File: config.mk
export PLATFORM = sky130hd
export DESIGN_NAME = spi_erase_seq
export DESIGN_NICKNAME = d
export VERILOG_FILES = /design/src/rtl/spi_erase_pkg.sv /design/src/rtl/spi_byte_engine.sv /design/src/rtl/cs_gap_timer.sv /design/src/rtl/erase_ctrl.sv /design/src/rtl/spi_erase_seq.sv
export SDC_FILE = /design/constraint.sdc
export NUM_CORES = 1
export LEC_CHECK = 0
export CAP_MARGIN = 20
export CORE_MARGIN = 3
export CORE_UTILIZATION = 44
export CTS_CLUSTER_SIZE = 8
export DETAILED_ROUTE_END_ITERATION = 8
export PLACE_DENSITY_LB_ADDON = 0.3
export SLEW_MARGIN = 20
export SYNTH_ARGS = -nofsm -noshare
export SYNTH_HDL_FRONTEND = slang
export SYNTH_SLANG_ARGS = --single-unit
File: constraint.sdc
create_clock -name clk -period 2.45 [get_ports clk]
set_input_delay 0.735 -clock clk [delete_from_list [all_inputs] [get_ports clk]]
set_output_delay 0.735 -clock clk [all_outputs]
set_load 0.02 [all_outputs]
File: src/rtl/spi_erase_pkg.sv
// Shared constants and state types of the block-erase sequencer.
// Assumes a flash whose status byte carries BUSY at bit 0 and WEL at bit 1.
package spi_erase_pkg;

    localparam int          ADDR_W      = 24;
    localparam logic [7:0]  OP_WREN     = 8'h06;
    localparam logic [7:0]  OP_RDSR     = 8'h05;
    localparam logic [7:0]  OP_BLKERASE = 8'hD8;
    localparam int          BIT_BUSY    = 0;
    localparam int          BIT_WEL     = 1;

    typedef enum logic [1:0] {
        PH_IDLE,
        PH_GAP,
        PH_XFER
    } phase_t;

    typedef enum logic [2:0] {
        ST_WREN,
        ST_WELCHK,
        ST_ERASE,
        ST_POLL,
        ST_FINAL
    } step_t;

endpackage

File: src/rtl/spi_byte_engine.sv
// Mode-0 byte shifter: sends one byte MSB first and captures the
// last two bits returned on miso. SCLK toggles every CLK_DIV clocks.
// Assumes start only arrives while the engine is idle; done pulses one
// cycle after the falling edge that follows the eighth rising edge.
module spi_byte_engine #(
    parameter int CLK_DIV = 2
) (
    input  logic       clk,
    input  logic       rst_n,
    input  logic       start,
    input  logic [7:0] tx_byte,
    input  logic       miso,
    output logic       sck,
    output logic       mosi,
    output logic [1:0] stat_lo,
    output logic       done
);

    localparam int DIV_W = (CLK_DIV > 1) ? $clog2(CLK_DIV) : 1;
    localparam logic [DIV_W-1:0] DIV_LAST = DIV_W'(CLK_DIV - 1);

    logic             active;
    logic             sck_q;
    logic [DIV_W-1:0] div_cnt;
    logic [2:0]       bit_idx;
    logic [7:0]       sh;
    logic [1:0]       rx_q;
    logic             done_q;
    logic             tick;

    // Half-period strobe while a byte is in flight.
    assign tick = active && (div_cnt == DIV_LAST);

    // Bit sequencing, clock generation and capture of the returned bits.
    always_ff @(posedge clk) begin
        if (!rst_n) begin
            active  <= 1'b0;
            sck_q   <= 1'b0;
            div_cnt <= '0;
            bit_idx <= '0;
            sh      <= '0;
            rx_q    <= '0;
            done_q  <= 1'b0;
        end else begin
            done_q <= 1'b0;
            if (start && !active) begin
                active  <= 1'b1;
                sh      <= tx_byte;
                div_cnt <= '0;
                bit_idx <= '0;
                sck_q   <= 1'b0;
            end else if (active) begin
                if (tick) begin
                    div_cnt <= '0;
                    if (!sck_q) begin
                        sck_q <= 1'b1;
                        rx_q  <= {rx_q[0], miso};
                    end else begin
                        sck_q <= 1'b0;
                        if (bit_idx == 3'd7) begin
                            active <= 1'b0;
                            done_q <= 1'b1;
                        end else begin
                            bit_idx <= bit_idx + 3'd1;
                            sh      <= {sh[6:0], 1'b0};
                        end
                    end
                end else begin
                    div_cnt <= div_cnt + DIV_W'(1);
                end
            end
        end
    end

    assign sck     = sck_q;
    assign mosi    = sh[7];
    assign stat_lo = rx_q;
    assign done    = done_q;

endmodule

File: src/rtl/cs_gap_timer.sv
// Down-counter that holds chip select high for CS_GAP clocks.
// Assumes CS_GAP >= 1; expired is high on the last cycle of the gap.
module cs_gap_timer #(
    parameter int CS_GAP = 4
) (
    input  logic clk,
    input  logic rst_n,
    input  logic load,
    output logic expired
);

    localparam int GAP_W = (CS_GAP > 1) ? $clog2(CS_GAP) : 1;
    localparam logic [GAP_W-1:0] GAP_INIT = GAP_W'(CS_GAP - 1);

    logic [GAP_W-1:0] cnt;

    // Reload on every new gap, otherwise count down to zero and hold.
    always_ff @(posedge clk) begin
        if (!rst_n) begin
            cnt <= '0;
        end else if (load) begin
            cnt <= GAP_INIT;
        end else if (cnt != '0) begin
            cnt <= cnt - GAP_W'(1);
        end
    end

    assign expired = !load && (cnt == '0);

endmodule

File: src/rtl/erase_ctrl.sv
// Frame sequencer: write-enable, latch check, erase, busy polling and a
// final latch check. Drives chip select and picks each byte to send.
// Assumes the byte engine reports the two low status bits at frame end.
module erase_ctrl
    import spi_erase_pkg::*;
#(
    parameter int MAX_POLLS = 1000
) (
    input  logic              clk,
    input  logic              rst_n,
    input  logic              req,
    input  logic [ADDR_W-1:0] addr,
    input  logic              gap_expired,
    input  logic              eng_done,
    input  logic [1:0]        eng_stat,
    output logic              gap_load,
    output logic              eng_start,
    output logic [7:0]        eng_tx,
    output logic              cs_n,
    output logic              done,
    output logic              fail
);

    localparam int POLL_W = $clog2(MAX_POLLS + 1);
    localparam logic [POLL_W-1:0] POLL_LAST = POLL_W'(MAX_POLLS - 1);

    phase_t            phase;
    step_t             step;
    logic [1:0]        idx;
    logic [1:0]        last_idx;
    logic              launch;
    logic [ADDR_W-1:0] addr_q;
    logic [POLL_W-1:0] poll_cnt;
    logic              done_q;
    logic              fail_q;
    logic              frame_end;

    // Number of bytes in the current frame, minus one.
    always_comb begin
        case (step)
            ST_WREN:  last_idx = 2'd0;
            ST_ERASE: last_idx = 2'd3;
            default:  last_idx = 2'd1;
        endcase
    end

    // Byte to send for the current step and byte position.
    always_comb begin
        case (step)
            ST_WREN: eng_tx = OP_WREN;
            ST_ERASE: begin
                case (idx)
                    2'd0:    eng_tx = OP_BLKERASE;
                    2'd1:    eng_tx = addr_q[23:16];
                    2'd2:    eng_tx = addr_q[15:8];
                    default: eng_tx = addr_q[7:0];
                endcase
            end
            default: eng_tx = (idx == 2'd0) ? OP_RDSR : 8'h00;
        endcase
    end

    assign frame_end = (phase == PH_XFER) && eng_done && (idx == last_idx);

    // Phase, step and outcome sequencing.
    always_ff @(posedge clk) begin
        if (!rst_n) begin
            phase    <= PH_IDLE;
            step     <= ST_WREN;
            idx      <= '0;
            launch   <= 1'b0;
            addr_q   <= '0;
            poll_cnt <= '0;
            done_q   <= 1'b0;
            fail_q   <= 1'b0;
        end else begin
            done_q <= 1'b0;
            fail_q <= 1'b0;
            case (phase)
                PH_IDLE: begin
                    if (req) begin
                        addr_q   <= addr;
                        step     <= ST_WREN;
                        poll_cnt <= '0;
                        phase    <= PH_GAP;
                    end
                end
                PH_GAP: begin
                    if (gap_expired) begin
                        phase  <= PH_XFER;
                        idx    <= '0;
                        launch <= 1'b1;
                    end
                end
                default: begin
                    if (launch) begin
                        launch <= 1'b0;
                    end
                    if (eng_done && !frame_end) begin
                        idx    <= idx + 2'd1;
                        launch <= 1'b1;
                    end
                    if (frame_end) begin
                        phase <= PH_GAP;
                        case (step)
                            ST_WREN: step <= ST_WELCHK;
                            ST_WELCHK: begin
                                if (eng_stat[BIT_WEL]) begin
                                    step <= ST_ERASE;
                                end else begin
                                    fail_q <= 1'b1;
                                    phase  <= PH_IDLE;
                                end
                            end
                            ST_ERASE: begin
                                step     <= ST_POLL;
                                poll_cnt <= '0;
                            end
                            ST_POLL: begin
                                if (!eng_stat[BIT_BUSY]) begin
                                    step <= ST_FINAL;
                                end else if (poll_cnt == POLL_LAST) begin
                                    fail_q <= 1'b1;
                                    phase  <= PH_IDLE;
                                end else begin
                                    poll_cnt <= poll_cnt + POLL_W'(1);
                                end
                            end
                            default: begin
                                phase <= PH_IDLE;
                                if (eng_stat[BIT_WEL]) begin
                                    fail_q <= 1'b1;
                                end else begin
                                    done_q <= 1'b1;
                                end
                            end
                        endcase
                    end
                end
            endcase
        end
    end

    assign gap_load  = ((phase == PH_IDLE) && req) || frame_end;
    assign eng_start = (phase == PH_XFER) && launch;
    assign cs_n      = (phase != PH_XFER);
    assign done      = done_q;
    assign fail      = fail_q;

endmodule

File: src/rtl/spi_erase_seq.sv
// Top of the block-erase sequencer: connects the frame sequencer, the
// chip-select gap timer and the mode-0 byte engine.
// Assumes CLK_DIV >= 1, CS_GAP >= 1 and MAX_POLLS >= 1.
module spi_erase_seq
    import spi_erase_pkg::*;
#(
    parameter int CLK_DIV   = 2,
    parameter int CS_GAP    = 4,
    parameter int MAX_POLLS = 1000
) (
    input  logic              clk,
    input  logic              rst_n,
    input  logic              erase_req,
    input  logic [ADDR_W-1:0] erase_addr,
    output logic              erase_done,
    output logic              erase_fail,
    output logic              flash_cs_n,
    output logic              flash_sck,
    output logic              flash_mosi,
    input  logic              flash_miso
);

    logic       gap_load;
    logic       gap_expired;
    logic       eng_start;
    logic [7:0] eng_tx;
    logic       eng_done;
    logic [1:0] eng_stat;

    erase_ctrl #(
        .MAX_POLLS (MAX_POLLS)
    ) u_ctrl (
        .clk         (clk),
        .rst_n       (rst_n),
        .req         (erase_req),
        .addr        (erase_addr),
        .gap_expired (gap_expired),
        .eng_done    (eng_done),
        .eng_stat    (eng_stat),
        .gap_load    (gap_load),
        .eng_start   (eng_start),
        .eng_tx      (eng_tx),
        .cs_n        (flash_cs_n),
        .done        (erase_done),
        .fail        (erase_fail)
    );

    cs_gap_timer #(
        .CS_GAP (CS_GAP)
    ) u_gap (
        .clk     (clk),
        .rst_n   (rst_n),
        .load    (gap_load),
        .expired (gap_expired)
    );

    spi_byte_engine #(
        .CLK_DIV (CLK_DIV)
    ) u_eng (
        .clk     (clk),
        .rst_n   (rst_n),
        .start   (eng_start),
        .tx_byte (eng_tx),
        .miso    (flash_miso),
        .sck     (flash_sck),
        .mosi    (flash_mosi),
        .stat_lo (eng_stat),
        .done    (eng_done)
    );

endmodule

==> metrics, run 1 <==
Post-Synth Adder-Cell Area 0.0347; vias post-DR 2,631; clock share of power 0.314; worst setup margin 0.303 ns; layout cells sized above 1 0.0756; Worst setup EP type primary output; critical path, cell by cell clkdlybuf4s50_1; Sink Count 63; Post-synth ARST share 0; largest net degree at the start of global routing 27; Arr. time, crit path 1.41 ns; vias in the first global route 2,447; CP max FO 6; largest cells by area after synthesis dfxtp_1 (44%), nand2_1 (11%), a21oi_1 (9.7%); Lkg Pwr 1.22 nW; hold_buf cts 0; CP delay by family, top buffers and inverters; Rows 28; # nets final 441; WL/cell 13.3 um; FMAX 466 MHz; CTS root buffer clkbuf_8; status completed; Diodes inserted 0; Slew Viols, Final 0; Netlist cell types 43; Setup TNS 0 ns; worst path bufs/invs 1; Comb power frac 0.200; mux share of post-synthesis cell area 0.00737; total gr overflow 0; simple-gate portion of the synthesized area 0.245; Slew HR 0.633; WS Path Type reg2out; post-synthesis sequential area ratio 0.437; switching power 0.717 mW; GPL Wtd Cong 0.901; largest area contributor in the netlist dfxtp_1; Post-synth EDFFs 0; final WL 6.43 mm; multi-input logic area 1490 um^2; largest stage delay on the critical path 0.64 ns; Routed Antenna Nets 0; RSZ-0062 raised after global routing false; Area Overhead vs Synth 19.8%; Core Area 6130 um^2; main combinational cell family by area after synthesis simple AND/OR/NAND/NOR gates; Avg Synthesized Cell Area 7.70 um^2; period utilization 0.876; sequential power share 0.487; Initial Util 0.471; CTS tree done; Compound-Gate Fraction of Synth Area 0.209; Synth Area in XOR/XNOR 0.0182; synthesized area 2890 um^2; Yosys reg bits 63; worst skew pair latency 0.34 ns; Reg area 1260 um^2; MaxCap Viol Count 0; pre-CTS setup slack 0.0884 ns; Residual DRC 0; Fill cells 606; Switching Fraction 0.300; TritonCTS Buffers 9; Die W 87.0 um; setup violators final 0; top_reg_cell synth dfxtp_1; most frequent cell after synthesis nand2_1; CP max-delay cell clkdlybuf4s50_1; PwrDens 691 nW/um^2; clk_skew 0.00881 ns; number of antenna violations at the first check in global routing 0; CP startpoint kind flip-flop; drt pass-1 iters 4; # IOs 33; Mapped Cells 375; maximum VDD drop 0.427 mV; PortBufs 32; Die H 87.0 um; class of the worst hold path reg2reg; Avg Vias per Cell 5.42; Clock H-tree levels 3; Synthesized Nets 411; Total Routing Usage GR 0.179; min cycle time layout 2.15 ns; Hold Violations, Final 0; synth warn 0; clk slew on worst S/H paths 0.07 ns; Detailed Place HPWL 4.53 mm; clock buffer depth 2; worst endpoint required time 1.71 ns; Synth top area share 0.437; Die ar. 7570 um^2; Int Power 1.67 mW; first-pass GRT wire length 10.7 mm; Commonest cells post-synth nand2_1 (88), dfxtp_1 (63), a21oi_1 (56), o21ai_0 (27), nor2_1 (22); Worst-Margin Slew 0.550 ns; initial DRC count 145
## per-stage QoR
stage          std cells  hold slack (ns)  total power, mW  utilization  instance area [um^2]
2_1_floorplan        375            0.418             1.50            -                  2890
3_3_place_gp         469            0.445             1.64        0.537                  3290
3_5_place_dp         469            0.445             1.66        0.537                  3290
4_1_cts              485            0.455             2.42        0.563                  3450
5_1_grt              485            0.474             2.54        0.564                  3460
6_report             485            0.457             2.39        0.564                  3460
## layer usage
layer | routed length, um | track usage | vias to the layer above
met5 | 0 | 0 | -
met4 | 49 | 0.0467 | 0
met3 | 296 | 0.0615 | 7
met2 | 2990 | 0.291 | 48
met1 | 3090 | 0.226 | 1218
li1 | - | - | 1358
## layout make-up
type,count,share of cell area
sequential,63,0.365
timing repair buffer,43,0.121
inverter,10,0.0109
multi-input combinational,278,0.431
clock inverter,4,0.00651
clock buffer,12,0.0391
tap,75,0.0271
## power groups by stage
stage,Clock [mW],Combinational (mW),Sequential [mW]
floorplan,0,0.326,1.17
detailed placement,0,0.476,1.19
finish,0.749,0.477,1.16
CTS,0.773,0.479,1.16
global route,0.818,0.545,1.17
global placement,0,0.461,1.18
## cell families (layout without fill, tap and decap cells)
group,Yosys count,in the layout
compound gates,107,107
xor+xnor,6,6
fa+ha+maj,8,8
buf+inv,34,69
flops,63,63
mux,2,2
simple gates,155,155
## worst register-to-register path: cells and delay by family (launching register included)
kind,cells,cell delay [ns]
simple gates,5,1.52
flops,1,0.41
compound gates,1,0.13
## placed cells by master (no fill, tap or decap), drive strengths merged, types with 2 or more instances in the layout
cell           netlist  layout
and2                 2       2
dfxtp               63      63
o21ai               27      27
xor2                 2       2
nor2                22      22
buf                  5      11
nor3                 7       7
clkinv               0       3
a221oi               5       5
nand2               88      88
clkdlybuf4s50        0      31
inv                 10      10
or4                  4       4
nand4                5       5
and3                 3       3
xnor2                4       4
clkbuf              19      12
or3                  8       8
a22oi                5       5
nand3                7       7
a21oi               56      56
a31oi                2       2
ha                   8       8
o211ai               2       2
nor2b                3       3
o31ai                4       4
## registers in the layout (all words and copies together) (netlist names)
| signal | count |
|---|---|
| u_gap.cnt | 2 |
| u_ctrl.idx | 2 |
| u_eng.bit_idx | 3 |
| u_ctrl.addr_q | 24 |
| u_eng.div_cnt | 1 |
| u_ctrl.step | 3 |
| u_ctrl.done | 1 |
| u_ctrl.fail | 1 |
| u_ctrl.poll_cnt | 10 |
| u_eng.sh | 8 |
| u_ctrl.launch | 1 |
| u_ctrl.phase | 2 |
| u_eng.active | 1 |
| u_eng.stat_lo | 2 |
| u_eng.sck | 1 |
| u_eng.done | 1 |
## timing repair
item	in CTS	in global routing
buffers inserted	0	0
setup endpoints to repair	0	6
resized for setup	0	2
## worst paths after layout
path,start,end,slack [ns],cells past startpoint
setup / recovery,u_eng.sck$_SDFFE_PP0P_,flash_sck,0.30,1
hold / removal,u_ctrl.addr_q[23]$_SDFFE_PN0P_,u_ctrl.addr_q[23]$_SDFFE_PN0P_,0.46,2
setup reg to reg,u_ctrl.step[1]$_SDFFE_PN0P_,u_ctrl.step[1]$_SDFFE_PN0P_,0.33,6
hold reg to reg,u_ctrl.addr_q[23]$_SDFFE_PN0P_,u_ctrl.addr_q[23]$_SDFFE_PN0P_,0.46,2
Power figures use the tool's default switching activity.
==> inputs of run 2 (changes only) <==
TNS_END_PERCENT = 5   (was unset)
clock period = 2.38 ns   (was 2.45 ns; I/O delays follow)
==> run 2 against run 1 <==
Against the previous run: clock-buffer cell count shrank 2; via count grew 1.4%; non-clock buffer count increased by 4; critical path type is now reg2reg; critical endpoint is now u_ctrl.poll_cnt[6]$_SDFFE_PN0P_; largest power group unchanged.
==> metrics, run 2 (synthesized netlist as in run 1, its figures left out) <==
min cycle time layout 2.22 ns; multi-input logic area 1490 um^2 (about the same); crit path launch u_ctrl.step[1]$_SDFFE_PN0P_ (was u_eng.sck$_SDFFE_PP0P_); Die ar. 7570 um^2 (unchanged); number of antenna violations at the first check in global routing 0 (unchanged); TritonCTS Buffers 9 (unchanged); max FFs per register 24 (unchanged); Most Crowded Layer GR met2 (unchanged); maximum VDD drop 0.430 mV (was 0.427 mV); status completed (unchanged); PwrDens 799 nW/um^2 (was 691 nW/um^2); Largest regs u_ctrl.addr_q: 24 flops, u_ctrl.poll_cnt: 10 flops, u_eng.sh: 8 flops (unchanged); total gr overflow 0 (unchanged); Residual DRC 0 (unchanged); CTS tree done (unchanged); met2 GRT Util 0.296 (was 0.291); Detailed Place HPWL 4.65 mm (was 4.53 mm); worst skew pair latency 0.35 ns (was 0.34 ns); Arr. time, crit path 2.49 ns (was 1.41 ns); first-pass GRT wire length 11.2 mm (was 10.7 mm); Diodes inserted 0 (unchanged); Fill cells 567 (was 606); Slew HR 0.635 (was 0.633); CP max FO 9 (was 6); Worst setup EP type flip-flop (was primary output); Total Routing Usage GR 0.189 (was 0.179); Critical R2R Launch u_ctrl.step[1]$_SDFFE_PN0P_ (unchanged); CP startpoint kind flip-flop (unchanged); GPL Wtd Cong 0.863 (was 0.901); Most flops, register u_ctrl.addr_q (unchanged); Sink Count 63 (unchanged); most common cell after layout, fill and taps aside nand2_1 (unchanged); Die H 87.0 um (unchanged); largest net degree at the start of global routing 27 (unchanged); worst endpoint required time 2.65 ns (was 1.71 ns); vias in the first global route 2,417 (was 2,447); PortBufs 32 (unchanged); period utilization 0.931; Area Overhead vs Synth 23.7% (was 19.8%); Routed Antenna Nets 0 (unchanged); Setup TNS 0 ns (unchanged); Clock H-tree levels 3 (unchanged); clock buffer depth 2 (unchanged); class of the worst hold path reg2reg (unchanged); setup violators final 0 (unchanged); clk_skew 0.00608 ns (was 0.00881 ns); Avg Vias per Cell 5.46 (was 5.42); # IOs 33 (unchanged); commonest non-fill, non-tap cells in the layout nand2_1 (88), dfxtp_1 (63), a21oi_1 (56) (was nand2_1 (88), dfxtp_1 (63), a21oi_1 (55)); Die W 87.0 um (unchanged); WS Path Type reg2reg (was reg2out); drt pass-1 iters 4 (unchanged); # nets final 445 (was 441); Design Power 2.85 mW (was 2.39 mW); hold path start u_eng.stat_lo[1]$_SDFFE_PN0P_ (was u_ctrl.addr_q[23]$_SDFFE_PN0P_); Initial Util 0.471 (unchanged); WL/cell 13.7 um (was 13.3 um); layout cells sized above 1 0.0894 (was 0.0756); M1 GR Usage 0.246 (was 0.226); Hold Violations, Final 0 (unchanged); CTS root buffer clkbuf_8 (unchanged); final WL 6.71 mm (was 6.43 mm); clk slew on worst S/H paths 0.07 ns (about the same); vias post-DR 2,669 (was 2,631); FMAX 451 MHz; Rows 28 (unchanged); Reg area 1260 um^2 (unchanged); Slew Viols, Final 0 (unchanged); MaxCap Viol Count 0 (unchanged); initial DRC count 153 (was 145); Worst-Margin Slew 0.547 ns (was 0.550 ns); RSZ-0062 raised after global routing false (unchanged); grt met3 use 0.0426 (was 0.0615); Core Area 6130 um^2 (unchanged); Lkg Pwr 1.28 nW (was 1.22 nW)
==> run 2: through the flow <==
stage / util / cell area [um^2] / worst slack (ns) / hold WS, ns / std cells
3_3_place_gp: 0.542 / 3320 / 0.198 / 0.444 / 473
6_report: 0.582 / 3570 / 0.165 / 0.455 / 489
5_1_grt: 0.582 / 3570 / 0.0940 / 0.473 / 489
4_1_cts: 0.582 / 3570 / 0.0260 / 0.457 / 489
3_5_place_dp: 0.542 / 3320 / 0.155 / 0.437 / 473
2_1_floorplan: - / 2890 / 0.397 / 0.418 / 375
==> run 2: final cells by class <==
| type | instances | share of cell area |
|---|---|---|
| inverters | 10 | 0.0105 |
| multi-input cells | 278 | 0.416 |
| clock inverters | 6 | 0.0301 |
| repair buffers | 47 | 0.125 |
| flip-flops and latches | 63 | 0.353 |
| clock buffers | 10 | 0.0385 |
| well taps | 75 | 0.0263 |
==> run 2: what timing repair did <==
| action | 4_1_cts | 5_1_grt |
|---|---|---|
| resized for setup | 0 | 1 |
| endpoints found under the setup margin | 0 | 1 |
| hold buffers | 0 | 0 |
| setup buffers | 0 | 0 |
==> run 2: per-layer routing <==
metal | part of all wire | wire length [um]
met3 | 0.036 | 242
met2 | 0.47 | 3160
met1 | 0.48 | 3220
met5 | 0 | 0
met4 | 0.014 | 97
==> run 2: path summary, 6_finish.rpt <==
check / to / slack, ns / cells after the start
worst max-delay path: u_ctrl.poll_cnt[6]$_SDFFE_PN0P_ / 0.16 / 7
worst min register to register: u_ctrl.done$_SDFF_PP0_ / 0.45 / 1
worst max register to register: u_ctrl.poll_cnt[6]$_SDFFE_PN0P_ / 0.16 / 7
worst min-delay path: u_ctrl.done$_SDFF_PP0_ / 0.45 / 1
==> run 2: report_power, final <==
part	internal [mW]	leakage, nW	switching [mW]
combinational	0.215	0.650	0.296
sequential	1.15	0.512	0.0508
clock	0.720	0.122	0.426
total	2.08	1.28	0.773
==> run 2: critical path, stage by stage, from the launching register on <==
cell	delay (ns)
dfxtp_1	0.37
or3_1	0.38
and3_4	0.18
nor3_4	0.25
a21oi_1	0.24
buf_4	0.22
or3_1	0.34
a21oi_1	0.16
